--- src/rtl/mmio_serial_pkg.sv ---
package mmio_serial_pkg;

  // strobes issued by the bus-side control to the serial engines
  typedef struct packed {
    logic       txLoad;
    logic [7:0] txData;
  } ctrl_strobe_t;

  // engine state reported back to the control
  typedef struct packed {
    logic       txBusy;
    logic       rxDone;
    logic [7:0] rxByte;
  } dp_status_t;

  typedef enum logic [1:0] {
    RX_IDLE,
    RX_START,
    RX_DATA,
    RX_STOP
  } rx_state_t;

endpackage

--- src/rtl/serial_ctrl.sv ---
module serial_ctrl
  import mmio_serial_pkg::*;
#(
  parameter int ADDR_W = 3
) (
  input  logic              clk,
  input  logic              rst,
  input  logic              busValid,
  input  logic              busWrite,
  input  logic [ADDR_W-1:0] busAddr,
  input  logic [31:0]       busWdata,
  output logic              busReady,
  output logic [31:0]       busRdata,
  input  dp_status_t        dpStat,
  output ctrl_strobe_t      strobe,
  output logic              rxAvail
);

  localparam int SEL_W = ADDR_W - 2;

  logic [SEL_W-1:0] wordSel;
  logic             selData;
  logic             selStat;
  logic             readData;
  logic [7:0]       rxHeld;

  assign wordSel  = busAddr[ADDR_W-1:2];
  assign selData  = (wordSel == SEL_W'(0));
  assign selStat  = (wordSel == SEL_W'(1));
  assign readData = busValid && !busWrite && selData;

  // single-cycle access
  assign busReady = busValid;

  always_comb begin
    strobe.txLoad = busValid && busWrite && selData && !dpStat.txBusy;
    strobe.txData = busWdata[7:0];
  end

  always_comb begin
    busRdata = '0;
    if (busValid && !busWrite) begin
      if (selData)      busRdata = {24'd0, rxHeld};
      else if (selStat) busRdata = {30'd0, rxAvail, dpStat.txBusy};
    end
  end

  // a newly delivered byte wins over a clearing read in the same cycle
  always_ff @(posedge clk) begin
    if (rst) begin
      rxHeld  <= '0;
      rxAvail <= 1'b0;
    end else if (dpStat.rxDone) begin
      rxHeld  <= dpStat.rxByte;
      rxAvail <= 1'b1;
    end else if (readData) begin
      rxAvail <= 1'b0;
    end
  end

endmodule

--- src/rtl/serial_datapath.sv ---
module serial_datapath
  import mmio_serial_pkg::*;
#(
  parameter int DIV         = 54,
  parameter int SYNC_STAGES = 2
) (
  input  logic         clk,
  input  logic         rst,
  input  ctrl_strobe_t strobe,
  input  logic         rxPin,
  output logic         txPin,
  output dp_status_t   dpStat
);

  localparam int OVS     = 16;
  localparam int HALF    = OVS / 2;
  localparam int BIT_CYC = OVS * DIV;
  localparam int TCNT_W  = $clog2(BIT_CYC);
  localparam int DIV_W   = $clog2(DIV + 1);
  localparam int FRAME   = 10;

  // ---------------- transmitter ----------------
  logic [FRAME-1:0]  txShift;
  logic [TCNT_W-1:0] txCnt;
  logic [3:0]        txIdx;
  logic              txBusy;

  always_ff @(posedge clk) begin
    if (rst) begin
      txShift <= '1;
      txCnt   <= '0;
      txIdx   <= '0;
      txBusy  <= 1'b0;
    end else if (!txBusy) begin
      if (strobe.txLoad) begin
        txShift <= {1'b1, strobe.txData, 1'b0};
        txCnt   <= '0;
        txIdx   <= '0;
        txBusy  <= 1'b1;
      end
    end else if (txCnt == TCNT_W'(BIT_CYC - 1)) begin
      txCnt <= '0;
      if (txIdx == 4'(FRAME - 1)) begin
        txBusy <= 1'b0;
      end else begin
        txIdx   <= txIdx + 4'd1;
        txShift <= {1'b1, txShift[FRAME-1:1]};
      end
    end else begin
      txCnt <= txCnt + TCNT_W'(1);
    end
  end

  assign txPin = txBusy ? txShift[0] : 1'b1;

  // ---------------- receiver ----------------
  logic [SYNC_STAGES-1:0] syncQ;
  logic                   rxSync;

  always_ff @(posedge clk) begin
    if (rst) syncQ <= '1;
    else     syncQ <= {syncQ[SYNC_STAGES-2:0], rxPin};
  end
  assign rxSync = syncQ[SYNC_STAGES-1];

  rx_state_t        rxState;
  logic [DIV_W-1:0] divCnt;
  logic [3:0]       tickCnt;
  logic [2:0]       bitCnt;
  logic [7:0]       rxShift;
  logic             rxDone;
  logic             rxTick;

  assign rxTick = (divCnt == DIV_W'(DIV - 1));

  always_ff @(posedge clk) begin
    if (rst) begin
      rxState <= RX_IDLE;
      divCnt  <= '0;
      tickCnt <= '0;
      bitCnt  <= '0;
      rxShift <= '0;
      rxDone  <= 1'b0;
    end else begin
      rxDone <= 1'b0;
      if (rxState == RX_IDLE) begin
        divCnt  <= '0;
        tickCnt <= '0;
        if (!rxSync) rxState <= RX_START;
      end else begin
        divCnt <= rxTick ? '0 : divCnt + DIV_W'(1);
        if (rxTick) begin
          unique case (rxState)
            RX_START: begin
              if (tickCnt == 4'(HALF - 1)) begin
                tickCnt <= '0;
                bitCnt  <= '0;
                rxState <= rxSync ? RX_IDLE : RX_DATA;
              end else begin
                tickCnt <= tickCnt + 4'd1;
              end
            end
            RX_DATA: begin
              tickCnt <= tickCnt + 4'd1;
              if (tickCnt == 4'(OVS - 1)) begin
                rxShift <= {rxSync, rxShift[7:1]};
                if (bitCnt == 3'd7) rxState <= RX_STOP;
                else                bitCnt  <= bitCnt + 3'd1;
              end
            end
            RX_STOP: begin
              tickCnt <= tickCnt + 4'd1;
              if (tickCnt == 4'(OVS - 1)) begin
                rxState <= RX_IDLE;
                rxDone  <= rxSync;
              end
            end
            default: rxState <= RX_IDLE;
          endcase
        end
      end
    end
  end

  always_comb begin
    dpStat.txBusy = txBusy;
    dpStat.rxDone = rxDone;
    dpStat.rxByte = rxShift;
  end

endmodule

--- src/rtl/mmio_serial_port.sv ---
module mmio_serial_port
  import mmio_serial_pkg::*;
#(
  parameter int CLK_HZ = 100_000_000,
  parameter int BAUD   = 115_200,
  parameter int ADDR_W = 3
) (
  input  logic              clk,
  input  logic              rst,
  input  logic              busValid,
  input  logic              busWrite,
  input  logic [ADDR_W-1:0] busAddr,
  input  logic [31:0]       busWdata,
  output logic              busReady,
  output logic [31:0]       busRdata,
  input  logic              rxPin,
  output logic              txPin
);

  localparam int RAW_DIV = CLK_HZ / (BAUD * 16);
  localparam int DIV     = (RAW_DIV < 1) ? 1 : RAW_DIV;

  ctrl_strobe_t strobe;
  dp_status_t   dpStat;
  logic         rxAvail;
  logic         txBusy;
  logic         rxDone;

  assign txBusy = dpStat.txBusy;
  assign rxDone = dpStat.rxDone;

  serial_ctrl #(.ADDR_W(ADDR_W)) u_ctrl (
    .clk      (clk),
    .rst      (rst),
    .busValid (busValid),
    .busWrite (busWrite),
    .busAddr  (busAddr),
    .busWdata (busWdata),
    .busReady (busReady),
    .busRdata (busRdata),
    .dpStat   (dpStat),
    .strobe   (strobe),
    .rxAvail  (rxAvail)
  );

  serial_datapath #(.DIV(DIV), .SYNC_STAGES(2)) u_dp (
    .clk    (clk),
    .rst    (rst),
    .strobe (strobe),
    .rxPin  (rxPin),
    .txPin  (txPin),
    .dpStat (dpStat)
  );

endmodule

--- config.mk ---
export PLATFORM = sky130hd
export DESIGN_NAME = mmio_serial_port
export DESIGN_NICKNAME = d
export VERILOG_FILES = /design/src/rtl/mmio_serial_pkg.sv /design/src/rtl/serial_ctrl.sv /design/src/rtl/serial_datapath.sv /design/src/rtl/mmio_serial_port.sv
export SDC_FILE = /design/constraint.sdc
export NUM_CORES = 1
export LEC_CHECK = 0
export ABC_CLOCK_PERIOD_IN_PS = 3700
export BUFFER_PORTS_ARGS = -buffer_cell sky130_fd_sc_hd__buf_2
export CORE_ASPECT_RATIO = 0.8
export CORE_MARGIN = 2
export CORE_UTILIZATION = 60
export CTS_BUF_LIST = sky130_fd_sc_hd__clkbuf_4 sky130_fd_sc_hd__clkbuf_8
export CTS_CLUSTER_SIZE = 16
export DETAILED_ROUTE_END_ITERATION = 10
export MAX_ROUTING_LAYER = met4
export PLACE_DENSITY = 0.93
export SLEW_MARGIN = 25
export SYNTH_ARGS = -nofsm -noshare
export SYNTH_HDL_FRONTEND = slang
export SYNTH_SLANG_ARGS = --single-unit
--- constraint.sdc ---
create_clock -name clk -period 3.7 [get_ports clk]
set_clock_uncertainty 0.1 [all_clocks]
set_input_delay 0.74 -clock clk [delete_from_list [all_inputs] [get_ports clk]]
set_output_delay 0.74 -clock clk [all_outputs]
set_load 0.005 [all_outputs]
==> flow_metrics.tcl <==
set metrics [dict create \
    synthAdderAreaFrac_pct 5.29 \
    tns_ns 0 \
    hp-class "flip-flop to flip-flop" \
    grt-ovfl-total 0 \
    ir_drop_v 0.000256 \
    drc 0 \
    post_cts_resized 0 \
    critical_path_class "primary input to primary output" \
    grt_pass1_wl_um 9800 \
    numPortBuffers 23 \
    die_w_um 84.1 \
    die-area_mm2 0.00572 \
    wire_per_inst_um 14.0 \
    fin_nets 414 \
    cp_max_fo 6 \
    power_mw 1.30 \
    layout_commonest_cell "dfxtp_1" \
    rows 23 \
    cts_setup_buffers 0 \
    slew_viol_final 0 \
    clkTransAtPathRegs_ns 0.07 \
    worstSetupEndpointType "primary output" \
    cpPeakStageDelay_ns 0.26 \
    place_hpwl_um 3990 \
    mostFrequentLayoutCells "59 x dfxtp_1, 40 x nor2_1, 31 x mux2i_1" \
    worst_slack_ns 1.28 \
    status "completed" \
    final_cells 428 \
    ys_warn_count 0 \
    critPathArrivalTime_ns 1.58 \
    antenna_found_initial 0 \
    die_y_um 68.1 \
    dpl-instance-area_mm2 0.00310 \
    postLayoutCoreUtil_pct 66.3 \
    synth-compound-area-share_pct 10.5 \
    routabilityCongestion 0.913 \
    num_io_pins 74 \
    synthXorXnorAreaFrac_pct 1.42 \
    drt_iter0_markers 152 \
    drive_gt1_share_pct 13.9 \
    design_area_mm2 0.00330 \
    worst_slew_pin_slew_ns 0.851 \
    grt_max_degree 51 \
    cp_cell_sequence "buf_2, nand2b_1, nor2_1, and2_1, buf_2" \
    drv_cap 0 \
    crit_top_cell "buf_2" \
    routed_wirelength_um 6010 \
    setup_violations 0 \
    netlist.area_leader.share_pct 38.4 \
    post-place-ws_ns 1.30 \
    synth-edff-count 0 \
    max_freq_mhz 413 \
    synth_top_cell_by_area "dfxtp_1" \
    syn-instance-count 342 \
    critPathBufInv 2 \
    ys_ff_latch 59 \
    relSlewSlack_pct 43.3 \
    synth.area.top_cells "dfxtp_1 38%, mux2i_1 10%, buf_4 6.1%" \
    grtUsageTotal_pct 22.6 \
    p_leak_nw 1.41 \
    grt_pass1_vias 2149 \
    root_buffer "clkbuf_8" \
    synth_simple_gate_area_share_pct 23.8 \
    place_inst 412 \
    vias 2393 \
    hold_ws_ns 0.311 \
    start_util_pct 61.8 \
    ant_nets 0 \
    syn_avg_cell_area_um2 9.00 \
    period_needed_ns 2.42 \
    viasPerCell 5.59 \
    slowest_stage "nor2_1" \
    clk_latency_ns 0.34 \
    yosys.cell_types.count 51 \
    synthMuxAreaShare_pct 10.1 \
    fillers 372 \
    cts_tree "built" \
    cts_sinks 59 \
    critPathRequiredTime_ns 2.86 \
    area_growth_syn_to_layout_pct 7.32 \
    final-hold-violation-count 0 \
    synth_top_family_by_area "simple AND/OR/NAND/NOR gates" \
    worst_setup_path_start_kind "primary input" \
    async_reset_ff_share_pct 0 \
    synth_flop_cell "dfxtp_1" \
    cts_buffers 9 \
    cts-htree-levels 3 \
    first_pass_iters 4 \
    rsz0062_at_grt "false" \
    core_area_mm2 0.00498 \
    seq_area_frac_synth_pct 38.4 \
    power_density_mw_per_mm2 395 \
    critical-path-top-delay-family "simple AND/OR/NAND/NOR gates" \
    n_antenna_cell 0 \
    syn_area_mm2 0.00308 \
    clockBufferDepth 2 \
    period_share_pct 65.5 \
    cts_hold_buf 0 \
]
cells by family (layout without fill, tap and decap cells):
logic type | count (synthesis) | after routing
adders and majority gates | 13 | 13
DFF | 59 | 59
AOI/OAI and AO/OA | 47 | 47
xor gates and xnor gates | 5 | 5
buffers and inverters | 54 | 55
other | 1 | 24
muxes | 31 | 31
and+or+nand+nor | 132 | 132
state kept, by name, indices dropped and copies added (netlist names):
signal	flops
u_dp.bitCnt	3
u_dp.txCnt	10
u_dp.txBusy	1
u_dp.rxShift	8
u_dp.rxState	2
u_dp.syncQ	2
u_ctrl.rxHeld	8
u_dp.rxDone	1
u_dp.divCnt	6
u_dp.txShift	9
u_dp.tickCnt	4
u_ctrl.rxAvail	1
u_dp.txIdx	4
path summary, 6_finish.rpt:
path,to,cells past startpoint,slack [ns],from
worst max-delay path,busRdata[2],5,1.28,busWrite
worst min-delay path,u_dp.syncQ[1]$_SDFF_PP1_,1,0.31,u_dp.syncQ[0]$_SDFF_PP1_
worst max register to register,u_dp.txShift[0]$_SDFFE_PP1P_,5,1.50,u_dp.txBusy$_SDFF_PP0_
worst min register to register,u_dp.syncQ[1]$_SDFF_PP1_,1,0.31,u_dp.syncQ[0]$_SDFF_PP1_
routing by layer:
metal	vias to the layer above	GRT usage [%]	share of wire, %
met2	71	36.4	49
met3	11	6.88	5.4
li1	1187	-	-
met4	0	10.3	1.7
met1	1124	26.5	44
met5	-	-	0
layout make-up:
class	instances	area (um^2)	area share, %
Sequential cell	59	1180	35.8
Multi-Input combinational cell	252	1660	50.4
Clock buffer	9	124	3.75
Tap cell	62	77.6	2.35
Clock inverter	7	77.6	2.35
Timing Repair Buffer	24	123	3.71
Inverter	15	56.3	1.71
power breakdown:
part,switching (mW),internal [mW]
Sequential,0.00755,0.642
Combinational,0.0413,0.0245
Clock,0.275,0.315
cells in the mapped netlist (all sizes together) (3+ instances only):
cell,instances
a211oi,8
a21oi,10
a31oi,4
and2,15
and3,6
buf,31
clkbuf,8
dfxtp,59
ha,13
inv,15
mux2i,31
nand2,15
nand2b,4
nand3,13
nand3b,7
nand4,7
nor2,40
nor3,6
o2111ai,3
o21ai,6
or2,4
or3,3
or4,4
xor2,3
(Power assumes the default switching activity.)
